[config.mk]
export PLATFORM = sky130hd
export DESIGN_NAME = wbt_tracker
export DESIGN_NICKNAME = d
export VERILOG_FILES = /design/src/rtl/wbt_pkg.sv /design/src/rtl/wbt_datapath.sv /design/src/rtl/wbt_ctrl.sv /design/src/rtl/wbt_tracker.sv
export SDC_FILE = /design/constraint.sdc
export NUM_CORES = 1
export LEC_CHECK = 0
export ABC_AREA = 0
export BUFFER_PORTS_ARGS = -buffer_cell sky130_fd_sc_hd__buf_2
export CAP_MARGIN = 5
export CELL_PAD_IN_SITES_DETAIL_PLACEMENT = 1
export CELL_PAD_IN_SITES_GLOBAL_PLACEMENT = 1
export CORE_MARGIN = 5
export CORE_UTILIZATION = 48
export CTS_CLUSTER_DIAMETER = 150
export DETAILED_ROUTE_END_ITERATION = 16
export PLACE_DENSITY_LB_ADDON = 0.1
export SYNTH_ARGS = -nofsm -noshare
export SYNTH_HDL_FRONTEND = slang
export SYNTH_SLANG_ARGS = --single-unit
export TNS_END_PERCENT = 100
[constraint.sdc]
create_clock -name clk -period 6.6 [get_ports clk]
set_input_delay 0.66 -clock clk [delete_from_list [all_inputs] [get_ports clk]]
set_output_delay 0.66 -clock clk [all_outputs]
set_load 0.1 [all_outputs]
[src/rtl/wbt_pkg.sv]
package wbt_pkg;

  typedef enum logic [2:0] {
    OP_NONE        = 3'd0,
    OP_MARK_DIRTY  = 3'd1,
    OP_MARK_ERASED = 3'd2,
    OP_LOCK        = 3'd3,
    OP_FLUSH       = 3'd4,
    OP_CLOSE       = 3'd5,
    OP_DISCARD     = 3'd6,
    OP_UNLOCK_ALL  = 3'd7
  } op_e;

  typedef enum logic [1:0] {
    MK_CLEAN   = 2'd0,
    MK_DIRTY   = 2'd1,
    MK_NOERASE = 2'd2,
    MK_ERASED  = 2'd3
  } mark_e;

  typedef enum logic {
    ST_IDLE,
    ST_SCAN
  } state_e;

  localparam logic [7:0] RES_OK     = 8'd1;
  localparam logic [7:0] RES_PARAM  = 8'd2;
  localparam logic [7:0] RES_LOCKED = 8'd9;

  localparam logic [1:0] KIND_ERASE = 2'b01;
  localparam logic [1:0] KIND_PROG  = 2'b10;
  localparam logic [1:0] KIND_BOTH  = 2'b11;

  typedef struct packed {
    logic applyDirty;
    logic applyErased;
    logic applyLock;
    logic clearMarks;
    logic clearLocks;
    logic scanClear;
    logic scanStep;
  } strobe_t;

endpackage

[src/rtl/wbt_datapath.sv]
module wbt_datapath
  import wbt_pkg::*;
#(
  parameter int MAX_BLOCKS = 64,
  parameter int ADDR_W     = 28,
  parameter int SHIFT_W    = 5,
  parameter int MIN_SHIFT  = 12,
  parameter int CNT_W      = 7,
  parameter int IDX_W      = 6
) (
  input  logic               clk,
  input  logic               rstN,
  input  strobe_t            strb,
  input  logic [CNT_W-1:0]   opOffset,
  input  logic [CNT_W-1:0]   opCount,
  input  logic               opNoErase,
  input  logic [CNT_W-1:0]   winBlocks,
  input  logic [SHIFT_W-1:0] blkShift,
  input  logic [ADDR_W-1:0]  rdAddr,
  output logic               rangeBad,
  output logic               hitLocked,
  output logic               hitMarked,
  output logic               scanNeed,
  output logic               scanLast,
  output logic [IDX_W-1:0]   scanIdx,
  output logic [1:0]         scanKind,
  output logic [ADDR_W-1:0]  scanAddr,
  output logic               rdErased
);

  localparam int SUM_W = CNT_W + 1;

  logic [SUM_W-1:0] offExt, endExt, winExt;
  mark_e            markQ [MAX_BLOCKS];
  logic [MAX_BLOCKS-1:0] lockQ, inRng, marked;
  logic [IDX_W-1:0]   scanQ;
  logic [SHIFT_W-1:0] shiftEff;
  logic [ADDR_W-1:0]  rdBlk;
  mark_e              scanMark;

  assign offExt = {1'b0, opOffset};
  assign endExt = offExt + {1'b0, opCount};
  assign winExt = {1'b0, winBlocks};
  assign rangeBad = (endExt > winExt) || (winExt > SUM_W'(MAX_BLOCKS));

  generate
    for (genvar i = 0; i < MAX_BLOCKS; i++) begin : g_blk
      assign inRng[i]  = (SUM_W'(i) >= offExt) && (SUM_W'(i) < endExt);
      assign marked[i] = (markQ[i] != MK_CLEAN);
    end
  endgenerate

  assign hitLocked = |(inRng & lockQ);
  assign hitMarked = |(inRng & marked);

  always_ff @(posedge clk or negedge rstN) begin
    if (!rstN) begin
      for (int i = 0; i < MAX_BLOCKS; i++) markQ[i] <= MK_CLEAN;
    end else begin
      for (int i = 0; i < MAX_BLOCKS; i++) begin
        if (strb.clearMarks)
          markQ[i] <= MK_CLEAN;
        else if (inRng[i] && strb.applyDirty)
          markQ[i] <= opNoErase ? MK_NOERASE : MK_DIRTY;
        else if (inRng[i] && strb.applyErased)
          markQ[i] <= MK_ERASED;
      end
    end
  end

  always_ff @(posedge clk or negedge rstN) begin
    if (!rstN) begin
      lockQ <= '0;
    end else if (strb.clearLocks) begin
      lockQ <= '0;
    end else if (strb.applyLock) begin
      lockQ <= lockQ | inRng;
    end
  end

  always_ff @(posedge clk or negedge rstN) begin
    if (!rstN)               scanQ <= '0;
    else if (strb.scanClear) scanQ <= '0;
    else if (strb.scanStep)  scanQ <= scanQ + 1'b1;
  end

  assign scanIdx  = scanQ;
  assign scanLast = (scanQ == IDX_W'(MAX_BLOCKS - 1));
  assign scanMark = markQ[scanQ];
  assign scanNeed = (scanMark != MK_CLEAN) && !lockQ[scanQ];

  always_comb begin
    case (scanMark)
      MK_DIRTY:   scanKind = KIND_BOTH;
      MK_NOERASE: scanKind = KIND_PROG;
      MK_ERASED:  scanKind = KIND_ERASE;
      default:    scanKind = 2'b00;
    endcase
  end

  assign shiftEff = (blkShift < SHIFT_W'(MIN_SHIFT)) ? SHIFT_W'(MIN_SHIFT) : blkShift;
  assign scanAddr = ADDR_W'(scanQ) << shiftEff;
  assign rdBlk    = rdAddr >> shiftEff;
  assign rdErased = (rdBlk < ADDR_W'(MAX_BLOCKS)) && (markQ[rdBlk[IDX_W-1:0]] == MK_ERASED);

endmodule

[src/rtl/wbt_ctrl.sv]
module wbt_ctrl
  import wbt_pkg::*;
(
  input  logic       clk,
  input  logic       rstN,
  input  logic       opValid,
  input  logic [2:0] opCode,
  input  logic       rangeBad,
  input  logic       hitLocked,
  input  logic       hitMarked,
  input  logic       scanNeed,
  input  logic       scanLast,
  input  logic       reqReady,
  output strobe_t    strb,
  output logic       opReady,
  output logic       opDone,
  output logic [7:0] opResult,
  output logic       reqValid
);

  state_e     stateQ, stateD;
  logic       accept, goScan, finish, stepOk;
  logic [7:0] resD;

  assign opReady = (stateQ == ST_IDLE);
  assign accept  = opValid && opReady;
  assign stepOk  = !scanNeed || reqReady;
  assign reqValid = (stateQ == ST_SCAN) && scanNeed;

  always_comb begin
    strb   = '0;
    resD   = RES_OK;
    goScan = 1'b0;
    finish = 1'b0;
    stateD = stateQ;
    if (stateQ == ST_IDLE) begin
      if (accept) begin
        case (op_e'(opCode))
          OP_MARK_DIRTY, OP_MARK_ERASED: begin
            if (rangeBad)       resD = RES_PARAM;
            else if (hitLocked) resD = RES_LOCKED;
            else begin
              strb.applyDirty  = (op_e'(opCode) == OP_MARK_DIRTY);
              strb.applyErased = (op_e'(opCode) == OP_MARK_ERASED);
            end
          end
          OP_LOCK: begin
            if (rangeBad || hitMarked) resD = RES_PARAM;
            else strb.applyLock = 1'b1;
          end
          OP_FLUSH, OP_CLOSE: begin
            goScan         = 1'b1;
            strb.scanClear = 1'b1;
            stateD         = ST_SCAN;
          end
          OP_DISCARD:    strb.clearMarks = 1'b1;
          OP_UNLOCK_ALL: strb.clearLocks = 1'b1;
          default:       resD = RES_PARAM;
        endcase
      end
    end else begin
      if (stepOk) begin
        if (scanLast) begin
          finish          = 1'b1;
          strb.clearMarks = 1'b1;
          stateD          = ST_IDLE;
        end else begin
          strb.scanStep = 1'b1;
        end
      end
    end
  end

  always_ff @(posedge clk or negedge rstN) begin
    if (!rstN) begin
      stateQ   <= ST_IDLE;
      opDone   <= 1'b0;
      opResult <= 8'd0;
    end else begin
      stateQ <= stateD;
      opDone <= (accept && !goScan) || finish;
      if (accept && !goScan) opResult <= resD;
      else if (finish)       opResult <= RES_OK;
    end
  end

endmodule

[src/rtl/wbt_tracker.sv]
module wbt_tracker
  import wbt_pkg::*;
#(
  parameter int MAX_BLOCKS = 64,
  parameter int ADDR_W     = 28,
  parameter int SHIFT_W    = 5,
  parameter int MIN_SHIFT  = 12,
  localparam int CNT_W     = $clog2(MAX_BLOCKS + 1),
  localparam int IDX_W     = $clog2(MAX_BLOCKS)
) (
  input  logic               clk,
  input  logic               rstN,
  input  logic               opValid,
  input  logic [2:0]         opCode,
  input  logic [CNT_W-1:0]   opOffset,
  input  logic [CNT_W-1:0]   opCount,
  input  logic               opNoErase,
  input  logic [CNT_W-1:0]   winBlocks,
  output logic               opReady,
  output logic               opDone,
  output logic [7:0]         opResult,
  output logic               reqValid,
  input  logic               reqReady,
  output logic [IDX_W-1:0]   reqBlock,
  output logic [1:0]         reqKind,
  output logic [ADDR_W-1:0]  reqAddr,
  input  logic [SHIFT_W-1:0] blkShift,
  input  logic [ADDR_W-1:0]  rdAddr,
  output logic               rdErased
);

  strobe_t strb;
  logic rangeBad, hitLocked, hitMarked, scanNeed, scanLast;

  wbt_ctrl u_ctrl (
    .clk      (clk),
    .rstN     (rstN),
    .opValid  (opValid),
    .opCode   (opCode),
    .rangeBad (rangeBad),
    .hitLocked(hitLocked),
    .hitMarked(hitMarked),
    .scanNeed (scanNeed),
    .scanLast (scanLast),
    .reqReady (reqReady),
    .strb     (strb),
    .opReady  (opReady),
    .opDone   (opDone),
    .opResult (opResult),
    .reqValid (reqValid)
  );

  wbt_datapath #(
    .MAX_BLOCKS(MAX_BLOCKS),
    .ADDR_W    (ADDR_W),
    .SHIFT_W   (SHIFT_W),
    .MIN_SHIFT (MIN_SHIFT),
    .CNT_W     (CNT_W),
    .IDX_W     (IDX_W)
  ) u_dp (
    .clk      (clk),
    .rstN     (rstN),
    .strb     (strb),
    .opOffset (opOffset),
    .opCount  (opCount),
    .opNoErase(opNoErase),
    .winBlocks(winBlocks),
    .blkShift (blkShift),
    .rdAddr   (rdAddr),
    .rangeBad (rangeBad),
    .hitLocked(hitLocked),
    .hitMarked(hitMarked),
    .scanNeed (scanNeed),
    .scanLast (scanLast),
    .scanIdx  (reqBlock),
    .scanKind (reqKind),
    .scanAddr (reqAddr),
    .rdErased (rdErased)
  );

endmodule

* Yosys cells after proc, flatten, opt, wreduce, memory -nomap -nowiden
Cells that the tools add are included.
** Cells by class
- Reductions and logical operators :: 341
- Bitwise gates (word level) :: 6
- Add/subtract/negate cells :: 2
- Muxes and demuxes :: 237
- Magnitude comparators :: 135
- Shifts and indexed selects :: 2
- Equal/unequal tests :: 12
** Operator list (count)
- $mux 2 :: 202
- $lt 6x8->1 const A :: 32
- $ge 6x7->1 const A :: 32
- $logic_and 1x1->1 :: 197
- $reduce_bool 3->1 :: 64
- $reduce_bool 2->1 :: 68
- $and 64x64->64 :: 2
- $lt 5x8->1 const A :: 16
- $mux 64 :: 2
- $reduce_or 64->1 :: 2
- $ge 5x7->1 const A :: 16
- $lt 4x8->1 const A :: 8
- $or 64x64->64 :: 1
- $ge 4x7->1 const A :: 8
- $lt 3x8->1 const A :: 4
- $mux 8 :: 4
- $ge 3x7->1 const A :: 4
- $lt 28x7->1 const B :: 1
- $shl 6x5->28 :: 1
- $shr 28x5->28 :: 1
- $bmux 2 s6 :: 2
- $pmux 8 s3 :: 1
- $mux 6 :: 3
- $mux 1 :: 17
- other kinds (28) :: 47
** Word-level totals
- Word-level logic and storage cells :: 804
- Output and inout port bits :: 48
- Flip-flop bits (word level) :: 208
- Input port bits :: 62

* Longest topological paths before layout
- Depth in word-level cells :: 14
- Gate-level depth with buffers :: 19

* Cells and area by module
A second synthesis with hierarchy kept.
** Unflattened totals
- Cells, all modules :: 1739
- Area total of the unflattened synthesis :: 15157.0 um2
** Modules (own cells, without submodules)
- wbt_datapath :: times used 1, cells an instance 1695, area each 14764.2 um2, sequential area each 4954.8 um2
- wbt_ctrl :: times used 1, cells an instance 44, area each 392.9 um2, sequential area each 125.1 um2

* Worst setup path before layout
Ideal clock, no wire load.
- Kind :: register to output
- From :: register u_dp.scanQ[0], in the netlist u_dp.scanIdx[0]
- To :: output port reqValid
- Stages on the path, launching flop included :: 11
- Slack :: -579 ps
- Data arrival time :: 6519 ps
- Path buffers :: 4
- Path through :: dfrtp_1 -> clkbuf_1 -> clkbuf_1 -> clkbuf_1 -> buf_1 -> mux4_2 -> mux4_2 -> mux4_2 -> inv_1 -> ha_1 -> nor3_1
** On the way
- Longest elaborated chain between the ends :: 7
** RTL lines
- from (decl) :: line wbt_datapath.sv:36 : logic [IDX_W-1:0] scanQ;
- from (signal assigned) :: line wbt_datapath.sv:84 : else if (strb.scanStep) scanQ <= scanQ + 1'b1;
- $not 6->7 (implied by the code) :: line wbt_datapath.sv:89 : assign scanMark = markQ[scanQ];
- $bmux 2 s6 :: line wbt_datapath.sv:89
- $mux 2 (implied by the code) (2 in series) :: line wbt_datapath.sv:89
- $reduce_bool 2->1 :: line wbt_datapath.sv:90 : assign scanNeed = (scanMark != MK_CLEAN) && !lockQ[scanQ];
- $logic_and 1x1->1 * :: line wbt_datapath.sv:90
- $logic_and 1x1->1 * :: line wbt_ctrl.sv:28 : assign reqValid = (stateQ == ST_SCAN) && scanNeed;
- to (decl) :: line wbt_tracker.sv:22 : output logic reqValid,
Every way passes the cells marked *; elsewhere a longest branch is shown, timed or not. The select of a mux whose other input is x is not followed.

* Worst setup path in the final report
- From :: input port blkShift[4]
- To :: output port rdErased
** On the way
- Longest elaborated chain between the ends :: 9
** RTL lines
- from (decl) :: line wbt_tracker.sv:27 : input logic [SHIFT_W-1:0] blkShift,
- $lt 5x4->1 :: line wbt_datapath.sv:101 : assign shiftEff = (blkShift < SHIFT_W'(MIN_SHIFT)) ? SHIFT_W'(MIN_SHIFT) : blkShift;
- $mux 5 * :: line wbt_datapath.sv:101
- $shr 28x5->28 * :: line wbt_datapath.sv:103 : assign rdBlk = rdAddr >> shiftEff;
- $not 6->7 (implied by the code) :: line wbt_datapath.sv:104 : assign rdErased = (rdBlk < ADDR_W'(MAX_BLOCKS)) && (markQ[rdBlk[IDX_W-1:0]] == MK_ERASED);
- $bmux 2 s6 :: line wbt_datapath.sv:104
- $mux 2 (implied by the code) (2 in series) :: line wbt_datapath.sv:104
- $eq 2x2->1 :: line wbt_datapath.sv:104
- $logic_and 1x1->1 * :: line wbt_datapath.sv:104
- to (decl) :: line wbt_tracker.sv:29 : output logic rdErased
Marks and branches as above.

==> impl_metrics.yaml <==
run_status:
  outcome: "finished clean"
global_routing:
  global_route.usage.total: 0.368
  globalRoute.busiestLayer: "met2"
  number_of_global_route_vias_before_repair: 16500
  met2_grt_util: 0.589
  globalRouteMet3Util: 0.0578
  grt_antenna_before_repair: 3
  globalRoute.totalOverflow: 0
  grt_start_max_net_pins: 160
  grt_util_met1: 0.501
  wire_length_of_the_first_global_routing_pass_um: 105000
clock_tree:
  clock_insertion_delay_worst_skew_ps: 540
  ctsLongestPathBuffers: 3
  cts_tree: "yes"
  cts_resized: 0
  htree_levels: 1
  clock-sinks: 203
  number_of_buffers_added_for_setup_after_cts: 0
  clk_pin_slew_worst_paths_ps: 60
  cts_hold_buffers: 0
  cts-buffers-inserted: 25
  cts.root.buffer_cell: "sky130_fd_sc_hd__clkbuf_16"
cells_and_area:
  fin_cells: 2305
  final.fill_count: 3780
  postLayoutCellArea_um2: 17800
  layout-drive-gt1-share: 0.236
  finish.net_count: 1924
  syn_to_final_growth_pct: 11.9
  n_antenna_cell: 0
min_path:
  min-delay-path-class: "in2async"
timing:
  transition_at_the_pin_with_the_smallest_max_transition_slack_ps: 1260
  worst_slew_margin_rel: 0.160
  fmax_mhz: 176
  hold_ws_ps: 40.9
  fin_crit_sh: 0.860
  rsz0062_at_grt: "no"
  setup_total_negative_slack_ps: 0
  report.final.slew_viol_count: 0
  min_period_ps: 5680
  setup_violating_endpoint_count_in_the_final_report: 0
  finalClockSkew_ps: 18.4
  timing.final.hold_violations: 0
yosys:
  synth_edf_count: 0
  synth.lib_cells_used.distinct: 84
  ys_ff_latch: 203
  syn_area_um2: 15900
  synth_flop_cell: "sky130_fd_sc_hd__dfrtp_1"
  ys_seq_area_frac: 0.319
  post_synth_inst_count: 1794
  yosys_warnings: 0
  async_flop_share: 1.00
  mean_instance_size_in_the_synthesized_netlist_um2: 8.87
critical_path:
  critical_path.max_fanout: 19
  crit_required_ps: 5940
  crit_path_start_kind: "primary input"
  path_class: "in2out"
  worst_r2r_path_depth: 13
  setup.worst_path.end_class: "output port"
  worstPathArrival_ps: 5020
detailed_routing:
  num_vias: 16300
  initialDrtViolationCount: 1721
  vias_per_cell: 7.07
  remaining_drc_errors: 0
  drtAntennaViolNets: 0
  first_pass_drt_iterations: 6
  drt-total-wl_um: 68900
  drt-wirelength-per-cell_um: 29.9
floorplan:
  floorplan.die_area_um2: 36900
  ios: 110
  die_height_um: 192
  rows: 66
  core-area_um2: 32600
  die-width_um: 192
  start_util: 0.488
pwr:
  seq_power_share: 0.323
  sw_frac_of_total: 0.439
  total_switching_power_mw: 2.12
  power_frac_clock: 0.295
  max-vdd-ir-drop_mv: 0.270
  power_density_nw_per_um2: 271
  p_int_mw: 2.71
  p_comb_frac: 0.382
  total_leakage_power_nw: 7.36
place:
  dpl-instance-area_um2: 17000
  place_inst: 2260
  buffer_ports.inserted: 80
  globalplace.congestion: 0.978
  sum_of_net_half_perimeters_after_detailed_placement_um: 50700
run:
  cap_viol_max_count: 0
==> synth_stat cells, drive strengths merged (5+ instances only) <==
cell     number  share of area
a32oi         6         0.0033
a31oi        18         0.0071
nand4        13         0.0051
o211ai       32          0.015
nor2        146          0.034
o22a         25          0.014
o221ai       19          0.010
nor3         83          0.026
o21a         31          0.015
nor4         12         0.0047
o31ai        26          0.012
a211o         9         0.0050
o211a         6         0.0038
nand2b        9         0.0035
o22ai        14         0.0055
mux4         63          0.089
and2         58          0.023
o221a        68          0.048
buf          41          0.019
o2111ai       8         0.0044
o32ai         5         0.0028
and3         14         0.0055
mux2i        34          0.021
or4           5         0.0026
inv          48          0.011
a211oi       21          0.011
nand3        38          0.012
a2111oi       8         0.0044
a311oi        9         0.0050
ha           16          0.013
a221oi       12         0.0070
or2          11         0.0043
nand2       222          0.052
nor2b         8         0.0031
dfrtp       203           0.32
clkbuf      121          0.029
a2bb2oi      27          0.015
o21ai       142          0.058
mux2          9         0.0064
and4          6         0.0033
a21o         17         0.0080
a21oi        53          0.017
or3          12         0.0047
a22o          8         0.0044
==> layout make-up <==
cell class,instances,area (um^2),share of cell area
multi-input combinational,1394,9980,0.561
timing repair buffer,170,1150,0.0645
clock buffer,35,733,0.0412
inverter,51,191,0.0108
sequential,203,5080,0.286
tap,442,553,0.0311
clock inverter,10,110,0.00619
==> flip-flops by register name, indices dropped and copies added (netlist names) <==
signal / cells
u_dp.scanIdx: 6
u_ctrl.stateQ: 1
u_ctrl.opDone: 1
u_dp.lockQ: 64
u_ctrl.opResult: 3
u_dp.markQ: 128
==> final timing paths <==
check	startpoint	to	slack [ps]
setup reg to reg	u_dp.scanIdx[0]$_DFFE_PN0P_	u_dp.markQ[76]$_DFFE_PN0P_	1480
min in group clk	u_dp.lockQ[37]$_DFFE_PN0P_	u_dp.lockQ[37]$_DFFE_PN0P_	510
hold / removal	rstN	u_dp.markQ[100]$_DFFE_PN0P_	40
setup / recovery	blkShift[4]	rdErased	920
hold reg to reg	u_dp.lockQ[37]$_DFFE_PN0P_	u_dp.lockQ[37]$_DFFE_PN0P_	510
max in group asynchronous	rstN	u_dp.lockQ[36]$_DFFE_PN0P_	5250
==> power by group through the flow <==
stage          sequential, mW  combinational, mW  clock (mW)
2_1_floorplan            1.56               1.22           0
3_3_place_gp             1.56               1.78           0
3_5_place_dp             1.57               1.81           0
4_1_cts                  1.55               1.82        1.44
5_1_grt                  1.57               1.93        1.49
6_report                 1.56               1.84        1.43
==> critical path: stages <==
cell and delay, ps:
sky130_fd_sc_hd__buf_2 350, sky130_fd_sc_hd__a21o_1 480, sky130_fd_sc_hd__nand2_1 440, sky130_fd_sc_hd__a211oi_1 380, sky130_fd_sc_hd__a311oi_1 130, sky130_fd_sc_hd__a311oi_2 480
sky130_fd_sc_hd__inv_2 290, sky130_fd_sc_hd__o31ai_1 350, sky130_fd_sc_hd__o22ai_1 180, sky130_fd_sc_hd__a311oi_1 400, sky130_fd_sc_hd__a31oi_1 80, sky130_fd_sc_hd__o211ai_1 280
sky130_fd_sc_hd__buf_2 490
==> cell usage in the layout (no fill, tap or decap), drive strengths merged, types with 12 or more instances in the layout <==
cell	n
mux4	63
dfrtp	203
nand2	222
clkbuf	36
o22a	25
inv	49
o21ai	142
o221a	68
o21a	31
ha	16
a31oi	18
nor2	146
a2bb2oi	27
nor3	83
conb	17
a221oi	12
o22ai	14
o211ai	32
and2	58
o221ai	19
mux2i	34
buf	169
a21oi	53
nand4	13
o31ai	26
and3	14
a21o	17
nand3	38
a211oi	21
nor4	12
or3	12
==> kinds of logic after synthesis <==
logic type	share of synthesized area
and+or+nand+nor	0.190
AOI/OAI and AO/OA	0.296
buffers and inverters	0.0592
DFF	0.319
muxes	0.117
adders and majority gates	0.0138
xor gates and xnor gates	0.00440
other	0.000236
==> through the flow <==
stage / power (mW) / setup WS (ps) / utilization
after CTS: 4.81 / 1060 / 0.546
after floorplan: 2.78 / 199 / -
after global placement: 3.34 / 650 / 0.520
after global routing: 4.99 / 770 / 0.546
after detailed placement: 3.38 / 522 / 0.520
final: 4.83 / 922 / 0.546
==> layer usage <==
layer	wire length, um	vias to the layer above	part of all wire
li1	-	6937	-
met1	27900	8318	0.41
met2	31900	848	0.46
met3	5580	195	0.081
met4	3410	4	0.050
met5	27	-	0.00039
No activity file was read; power rests on OpenSTA's default activity.
